File: src/rtl/drf_pkg.sv
package drf_pkg;

    localparam int CNT_W   = 8;
    localparam int CKS_W   = 3;
    localparam int WAIT_W  = 2;
    localparam int PRE_W   = 12;
    localparam int ADDR_W  = 2;

    localparam logic [ADDR_W-1:0] ADDR_CNT  = 2'd0;
    localparam logic [ADDR_W-1:0] ADDR_CMP  = 2'd1;
    localparam logic [ADDR_W-1:0] ADDR_CTRL = 2'd2;

    typedef enum logic [2:0] {
        SEQ_IDLE,
        SEQ_PRE,
        SEQ_CAS,
        SEQ_RAS,
        SEQ_WAIT,
        SEQ_DONE
    } seq_state_e;

    typedef struct packed {
        logic [WAIT_W-1:0] wait_cnt;
        logic              long_pitch;
        logic [CKS_W-1:0]  clk_sel;
    } ctrl_t;

    localparam int CTRL_W = $bits(ctrl_t);

    // number of low prescaler bits that must all be set for a tick
    function automatic int unsigned tap_shift(input int unsigned code);
        case (code)
            1:       return 1;
            2:       return 3;
            3:       return 5;
            4:       return 7;
            5:       return 9;
            6:       return 11;
            default: return 12;
        endcase
    endfunction

endpackage

File: src/rtl/drf_prescaler.sv
module drf_prescaler
    import drf_pkg::*;
#(
    parameter int P_W = PRE_W,
    parameter int S_W = CKS_W
) (
    input  logic           clk,
    input  logic           rst,
    input  logic [S_W-1:0] clk_sel,
    output logic           tick
);
    localparam int N_CODES = 2 ** S_W;

    logic [P_W-1:0]     pre_q;
    logic [N_CODES-1:0] taps;

    always_ff @(posedge clk) begin
        if (rst) pre_q <= '0;
        else     pre_q <= pre_q + 1'b1;
    end

    assign taps[0] = 1'b0;

    generate
        for (genvar g = 1; g < N_CODES; g++) begin : g_tap
            localparam int SH = tap_shift(g);
            assign taps[g] = &pre_q[SH-1:0];
        end
    endgenerate

    assign tick = taps[clk_sel];

endmodule

File: src/rtl/drf_interval_counter.sv
module drf_interval_counter
    import drf_pkg::*;
#(
    parameter int W = CNT_W
) (
    input  logic         clk,
    input  logic         rst,
    input  logic         tick,
    input  logic         cnt_we,
    input  logic [W-1:0] wdata,
    input  logic [W-1:0] cmp,
    output logic [W-1:0] cnt_q,
    output logic         match
);
    assign match = tick && !cnt_we && (cnt_q == cmp);

    always_ff @(posedge clk) begin
        if (rst)         cnt_q <= '0;
        else if (cnt_we) cnt_q <= wdata;
        else if (match)  cnt_q <= '0;
        else if (tick)   cnt_q <= cnt_q + 1'b1;
    end

endmodule

File: src/rtl/drf_cbr_seq.sv
module drf_cbr_seq
    import drf_pkg::*;
#(
    parameter int WW = WAIT_W
) (
    input  logic          clk,
    input  logic          rst,
    input  logic          req,
    input  logic          long_pitch,
    input  logic [WW-1:0] wait_cnt,
    output logic          ras_n,
    output logic          cas_n,
    output logic          busy
);
    seq_state_e    state, nxt;
    logic          pend, pend_n, start;
    logic [WW-1:0] wt, wt_n;

    always_ff @(posedge clk) begin
        if (rst) begin
            state <= SEQ_IDLE;
            pend  <= 1'b0;
            wt    <= '0;
        end else begin
            state <= nxt;
            pend  <= pend_n;
            wt    <= wt_n;
        end
    end

    always_comb begin
        nxt    = state;
        pend_n = pend;
        wt_n   = wt;
        start  = 1'b0;
        case (state)
            SEQ_IDLE: if (req) start = 1'b1;
            SEQ_PRE:  nxt = SEQ_CAS;
            SEQ_CAS:  nxt = SEQ_RAS;
            SEQ_RAS, SEQ_WAIT: begin
                if (wt != '0) begin
                    nxt  = SEQ_WAIT;
                    wt_n = wt - 1'b1;
                end else begin
                    nxt = SEQ_DONE;
                end
            end
            SEQ_DONE: begin
                if (pend || req) begin
                    start  = 1'b1;
                    pend_n = pend && req;
                end else begin
                    nxt = SEQ_IDLE;
                end
            end
            default: nxt = SEQ_IDLE;
        endcase
        if (req && state != SEQ_IDLE && state != SEQ_DONE) pend_n = 1'b1;
        if (start) begin
            nxt  = SEQ_PRE;
            wt_n = long_pitch ? wait_cnt : '0;
        end
    end

    assign cas_n = !(state == SEQ_CAS || state == SEQ_RAS || state == SEQ_WAIT);
    assign ras_n = !(state == SEQ_RAS || state == SEQ_WAIT);
    assign busy  = (state != SEQ_IDLE);

endmodule

File: src/rtl/dram_refresh_ctrl.sv
module dram_refresh_ctrl
    import drf_pkg::*;
(
    input  logic              clk,
    input  logic              rst,
    input  logic              wr_en,
    input  logic [ADDR_W-1:0] wr_addr,
    input  logic [CNT_W-1:0]  wr_data,
    input  logic [ADDR_W-1:0] rd_addr,
    output logic [CNT_W-1:0]  rd_data,
    output logic              ras_n,
    output logic              cas_n,
    output logic              busy
);
    logic [CNT_W-1:0] cmp_q;
    logic [CNT_W-1:0] cnt_q;
    ctrl_t            ctrl_q;
    logic [CKS_W-1:0] clk_sel;
    logic             cnt_we;
    logic             tick;
    logic             match;

    assign cnt_we  = wr_en && (wr_addr == ADDR_CNT);
    assign clk_sel = ctrl_q.clk_sel;

    always_ff @(posedge clk) begin
        if (rst) begin
            cmp_q  <= '0;
            ctrl_q <= '0;
        end else if (wr_en) begin
            if (wr_addr == ADDR_CMP)  cmp_q  <= wr_data;
            if (wr_addr == ADDR_CTRL) ctrl_q <= ctrl_t'(wr_data[CTRL_W-1:0]);
        end
    end

    always_comb begin
        case (rd_addr)
            ADDR_CNT:  rd_data = cnt_q;
            ADDR_CMP:  rd_data = cmp_q;
            ADDR_CTRL: rd_data = CNT_W'(ctrl_q);
            default:   rd_data = '0;
        endcase
    end

    drf_prescaler #(.P_W(PRE_W), .S_W(CKS_W)) u_pre (
        .clk     (clk),
        .rst     (rst),
        .clk_sel (clk_sel),
        .tick    (tick)
    );

    drf_interval_counter #(.W(CNT_W)) u_cnt (
        .clk    (clk),
        .rst    (rst),
        .tick   (tick),
        .cnt_we (cnt_we),
        .wdata  (wr_data),
        .cmp    (cmp_q),
        .cnt_q  (cnt_q),
        .match  (match)
    );

    drf_cbr_seq #(.WW(WAIT_W)) u_seq (
        .clk        (clk),
        .rst        (rst),
        .req        (match),
        .long_pitch (ctrl_q.long_pitch),
        .wait_cnt   (ctrl_q.wait_cnt),
        .ras_n      (ras_n),
        .cas_n      (cas_n),
        .busy       (busy)
    );

endmodule

File: config.mk
export PLATFORM = sky130hd
export DESIGN_NAME = dram_refresh_ctrl
export DESIGN_NICKNAME = d
export VERILOG_FILES = /design/src/rtl/drf_pkg.sv /design/src/rtl/drf_prescaler.sv /design/src/rtl/drf_interval_counter.sv /design/src/rtl/drf_cbr_seq.sv /design/src/rtl/dram_refresh_ctrl.sv
export SDC_FILE = /design/constraint.sdc
export NUM_CORES = 1
export LEC_CHECK = 0
export BUFFER_PORTS_ARGS = -buffer_cell sky130_fd_sc_hd__buf_2
export CORE_MARGIN = 4
export CORE_UTILIZATION = 60
export CTS_CLUSTER_DIAMETER = 100
export CTS_CLUSTER_SIZE = 16
export DETAILED_ROUTE_END_ITERATION = 8
export GPL_TIMING_DRIVEN = 0
export PLACE_DENSITY = 0.82
export SYNTH_ARGS = -nofsm -noshare
export SYNTH_HDL_FRONTEND = slang
export SYNTH_SLANG_ARGS = --single-unit
File: constraint.sdc
create_clock -name clk -period 3.5 [get_ports clk]
set_input_delay 0.175 -clock clk [delete_from_list [all_inputs] [get_ports clk]]
set_output_delay 0.175 -clock clk [all_outputs]
set_load 0.01 [all_outputs]
# Word-level counts from Yosys, hierarchy flattened
# Index checks and enable logic that the tools add are counted.
# W data, S select, Z words.
[op_classes] addsub=3 magnitude_cmp=1 eq_ne=14 muxes=20 bitwise=1 reduce_logical=37
[op_table] operator="$mux W8" n=3
[op_table] operator="$pmux W8 S3" n=1
[op_table] operator="$pmux W3 S5" n=1
[op_table] operator="$add A12 B1 Y12 const B" n=1
[op_table] operator="$reduce_and A12 Y1" n=1
[op_table] operator="$reduce_and A2 Y1" n=6
[op_table] operator="$reduce_and A11 Y1" n=1
[op_table] operator="$reduce_bool A2 Y1" n=5
[op_table] operator="$reduce_and A9 Y1" n=1
[op_table] operator="$add A8 B1 Y8 const B" n=1
[op_table] operator="$eq A8 B8 Y1" n=1
[op_table] operator="$mux W1" n=8
[op_table] operator="$mux W2" n=4
[op_table] operator="$reduce_and A7 Y1" n=1
[op_table] operator="$eq A3 B2 Y1 const B" n=2
[op_table] operator="$eq A3 B3 Y1 const B" n=2
[op_table] operator="$logic_and A1 B1 Y1" n=6
[op_table] operator="$reduce_bool A3 Y1" n=2
[op_table] operator="$reduce_and A5 Y1" n=1
[op_table] operator="$eq A2 B1 Y1 const B" n=2
[op_table] operator="$eq A2 B2 Y1 const B" n=2
[op_table] operator="$logic_not A2 Y1" n=2
[op_table] operator="$logic_or A1 B1 Y1" n=4
[op_table] operator="$lt A3 B4 Y1 const B" n=1
[op_table] operator="14 further kinds" n=17
[word_totals] register_bits=40 output_inout_bits=11 elab_cells=86

# Longest topological paths before layout
[depth] ltp_word=10 depth_mapped=11 mapped_depth_nobuf=10

# Modules after synthesis
# From an unflattened synthesis, not the netlist that was laid out.
[unflattened] cells_unflattened=250 area_unflattened_um2=2285.9
[modules_own_cells] module="dram_refresh_ctrl" instances=1 cells_each=75 area_each_um2=765.7 seq_area_each_um2=280.3
[modules_own_cells] module="drf_prescaler" instances=1 cells_each=63 area_each_um2=561.8 seq_area_each_um2=240.2
[modules_own_cells] module="drf_interval_counter" instances=1 cells_each=66 area_each_um2=558.0 seq_area_each_um2=160.2
[modules_own_cells] module="drf_cbr_seq" instances=1 cells_each=46 area_each_um2=400.4 seq_area_each_um2=120.1

# Worst setup path before layout
# OpenSTA, ideal clock, no wires.
[synth_timing] path_type="register to register" start="register u_pre.pre_q[0]" end="register u_seq.wt[1]" setup_time_ps=123 arrival_ps=2080 t_required_ps=3377 slack_ps=1296 stages_incl_launch_ff=9 n_path_buf=0 synth_period_minus_slack_ps=2204 path_cell_list="dfxtp_1 > ha_1 > and3_2 > ha_1 > mux2_4 > a211o_2 > o2111ai_1 > nand2_1 > mux2_1"
[synth_via] elab_chain_len=10 word_cells_on_any_way=18
[synth_lines] element="start: declaration" line_no="drf_prescaler.sv:14" rtl="logic [P_W-1:0] pre_q;"
[synth_lines] element="start signal: assignment" line_no="drf_prescaler.sv:19" rtl="else pre_q <= pre_q + 1'b1;"
[synth_lines] element="$reduce_and A12 Y1 (tied with other cells)" line_no="drf_prescaler.sv:27" rtl="assign taps[g] = &pre_q[SH-1:0];"
[synth_lines] element="$bmux W1 S3 *" line_no="drf_prescaler.sv:31" rtl="assign tick = taps[clk_sel];"
[synth_lines] element="$mux W1 (not written as such) *" line_no="drf_prescaler.sv:31"
[synth_lines] element="$logic_and A1 B1 Y1 * (2 in series)" line_no="drf_interval_counter.sv:15" rtl="assign match = tick && !cnt_we && (cnt_q == cmp);"
[synth_lines] element="$logic_or A1 B1 Y1" line_no="drf_cbr_seq.sv:49" rtl="if (pend || req) begin"
[synth_lines] element="$mux W1" line_no="drf_cbr_seq.sv:49"
[synth_lines] element="$pmux W1 S2 *" line_no="drf_cbr_seq.sv:36" rtl="case (state)"
[synth_lines] element="$reduce_bool A2 Y1 (no source line)"
[synth_lines] element="$reduce_and A2 Y1 (no source line)"
[synth_lines] element="end signal: assignment" line_no="drf_cbr_seq.sv:27" rtl="wt <= wt_n;"
[synth_lines] element="end: declaration" line_no="drf_cbr_seq.sv:17" rtl="logic [WW-1:0] wt, wt_n;"
# Mark *: on every way between the ends. The rest lies on a longest branch, timed or not. The select of a mux whose other input is x is not followed.
# A chain may end at the register's enable or synchronous reset.

# Final worst setup path
[layout_timing] start="register u_pre.pre_q[0]" end="register u_cnt.cnt_q[6]"
[layout_via] elab_chain_len=7 word_cells_on_any_way=13
[layout_lines] element="$reduce_and A12 Y1 (tied with other cells)" line_no="drf_prescaler.sv:27"
[layout_lines] element="$bmux W1 S3 *" line_no="drf_prescaler.sv:31"
[layout_lines] element="$mux W1 (not written as such) *" line_no="drf_prescaler.sv:31"
[layout_lines] element="$logic_and A1 B1 Y1 (2 in series)" line_no="drf_interval_counter.sv:15"
[layout_lines] element="$mux W8" line_no="drf_interval_counter.sv:20" rtl="else if (match) cnt_q <= '0;"
[layout_lines] element="$mux W8" line_no="drf_interval_counter.sv:19" rtl="else if (cnt_we) cnt_q <= wdata;"
[layout_lines] element="end signal: assignment" line_no="drf_interval_counter.sv:19"
[layout_lines] element="end signal: assignment" line_no="drf_interval_counter.sv:21" rtl="else if (tick) cnt_q <= cnt_q + 1'b1;"
[layout_lines] element="end: declaration" line_no="drf_interval_counter.sv:12" rtl="output logic [W-1:0] cnt_q,"
# Marks and branches as above.

==> results.ini <==
[placement]
place.gp.congestion=0.8776
numPortBuffers=22
hpwl_um=3870
place_area_sq_mm=0.002472
placed_cells=344

[grt]
grt_pass1_vias=1985
antenna_found_initial=0
grt_use_total_pct=22.77
grt_pass1_wl_um=9128
grt-ovfl-total=0
grt_max_degree=13

[worst_setup_path]
worstSetupEndpointType=register
critPathLaunch=u_pre.pre_q[0]
arrival_ns=2.63
cp-start-kind=register
worstPathRequired_ns=3.72
path_cells=ha_1, nand3_1, nor2_1, ha_1, nand2_1, o31a_1, o21ai_4, o21ai_4, or4_1, a22oi_1
timing.rr.end=u_cnt.cnt_q[6]
slowest_stage=or4_1
ff2ff_setup_slack_ns=1.09
ff2ff_path_depth=10
worstPathMaxFanout=10
critPathKind=reg -> reg
r2r-start=u_pre.pre_q[0]
slowest_delay_ns=0.48

[yosys]
synth-adder-area-share_pct=3.261
synth_area_per_cell_sq_um=8.402
synthesis.nets=295
syn_inst=274
synth_warnings=0
synth_compound_area_share_pct=14.89
async_reset_ff_share_pct=0
yosysMostFrequentCell=dfxtp_1
synth-edff-count=0
synth_top_area_cell=dfxtp_1
netlist_area_sq_mm=0.002302
ys_top_cells_by_area=dfxtp_1, mux2i_1, nor2_1
yosys.area_share.simple_pct=25.76
synth_ff_type=dfxtp_1
synth-seq-area-share_pct=34.78
synthXorXnorAreaFrac_pct=6.467
yosys-top-cells-count=dfxtp_1, nor2_1, nand2_1
synth_top_area_share_pct=34.78
synthMuxAreaShare_pct=11.14
ys_seq_elements=40
synth_top_family_by_area=simple AND/OR/NAND/NOR gates
ys_types=54

[sta]
drv_slew=0
finalHoldViolations=0
maxSlewHeadroom_pct=59.54
fin_tns_setup_ns=0
holdWs_ns=0.1546
rsz0062_at_grt=no
tightest_slew_ns=0.6023
fin_crit_sh_pct=68.98
fin_skew_ns=0.008370
min_period_ns=2.414
clock.fmax_mhz=414.2
setup_viol=0

[clock_network]
ctsLongestPathBuffers=2
post-cts-setup-buffers=0
clock_sink_count=40
clockRootBuffer=clkbuf_8
clk_latency_ns=0.29
numCtsBuffers=5
postCtsHoldBufs=0
clk_pin_slew_ns=0.08
cts_resized=0
cts_tree=yes
htree_levels=2

[drt]
met1Wirelength_um=2292
drt-total-wl_um=5196
routed.top_layer=met4
routed_via_density=5.716
drt-initial-drc-count=115
met3_length_um=278
met2WireLength_um=2564
first_pass_iters=4
ant_nets=0
drc=0
wire_per_inst_um=14.76
via_count=2012

[die]
die_w_um=69.95
placementRows=22
die-area_sq_mm=0.004892
die_h_um=69.95
start_util_pct=62.42
io_pins=26
core_area_sq_mm=0.003689

[hold_path]
hold_end=cmp_q[7]
min_path_type=in -> reg
whs_path_depth=3
hp-start=wr_data[7]

[power_and_ir_drop]
vdd_ir_drop_max_mv=0.2685
powerDensity_mw_per_mm2=399.0
leakage_nw=1.088

[finish]
fin_cells=352
finalNetCount=324
area_growth_pct=12.07
antennaDiodeCount=0
final_cell_area_sq_mm=0.002580
drive_gt1_share_pct=14.80

[status]
status=finished clean

[flow_run]
maxCapViolations=0

-- final cells by class --
class                           count  area [sq um]
Multi-Input combinational cell    215          1416
Fill cell                         322          1109
Sequential cell                    40         800.8
Timing Repair Buffer               22         110.1
Buffer                             16         73.82
Clock buffer                        6         72.57
Tap cell                           48         60.06
Clock inverter                      2         35.03
Inverter                            3         11.26
-- routing by layer --
layer / track usage (%) / vias to the layer above
met1: 27.78 / 914
li1: - / 1038
met3: 3.741 / 8
met4: 8.723 / 0
met5: 0 / -
met2: 39.77 / 52
-- critical path, delay by kind of cell (launching register included) --
kind                       cells  cell delay (ns)
adders and majority gates      2             0.43
and+or+nand+nor                4             0.89
AOI/OAI and AO/OA              4             0.60
DFF                            1             0.41
-- cell usage in the layout, fill, tap and decap left out, types with 3 or more instances in the layout --
cell / netlist / final
nor2_1: 38 / 38
nand4_1: 6 / 6
a211oi_1: 3 / 3
nor3_1: 6 / 6
and3_1: 5 / 5
xor2_1: 7 / 7
or3_1: 3 / 3
nor2b_1: 6 / 6
buf_2: 1 / 23
xnor2_1: 10 / 10
dfxtp_1: 40 / 40
mux2i_1: 23 / 23
clkbuf_1: 9 / 10
ha_1: 6 / 6
a21oi_1: 16 / 16
clkbuf_8: 0 / 5
nand3_1: 8 / 8
nand2_1: 26 / 26
o21ai_0: 8 / 8
buf_1: 3 / 3
-- report_power, final --
group          switching (mW)  internal (mW)
registers              0.0241          0.474
logic                  0.0972         0.0687
clock network           0.154          0.212
-- flip-flops by register name (all words and copies together) (netlist names) --
signal	cells
u_pre.pre_q	12
cmp_q	8
u_cnt.cnt_q	8
clk_sel	3
ctrl_q	3
u_seq.state	3
u_seq.wt	2
u_seq.pend	1
-- through the flow --
step / setup slack (ns) / utilization (%) / total power, mW
4_1_cts: 1.074 / 69.95 / 1.040
2_1_floorplan: 1.296 / - / 0.6227
3_5_place_dp: 1.116 / 67.03 / 0.6731
5_1_grt: 0.8836 / 69.95 / 1.085
6_report: 1.086 / 69.95 / 1.029
3_3_place_gp: 1.156 / 67.03 / 0.6671
-- logic make-up after synthesis --
family | after synthesis
XOR/XNOR | 17
flip-flops | 40
multiplexers | 25
AO/OA/AOI/OAI | 50
buffers and inverters | 19
AND/OR/NAND/NOR | 117
adder cells (fa/ha/maj) | 6
-- how the worst max path moves through the flow --
stage | endpoint
after global placement | u_cnt.cnt_q[1]
final | u_cnt.cnt_q[6]
after CTS | u_cnt.cnt_q[6]
after global routing | u_cnt.cnt_q[1]
after detailed placement | u_cnt.cnt_q[6]
after floorplan | u_seq.wt[1]
No activity file was read; power rests on OpenSTA's default activity.
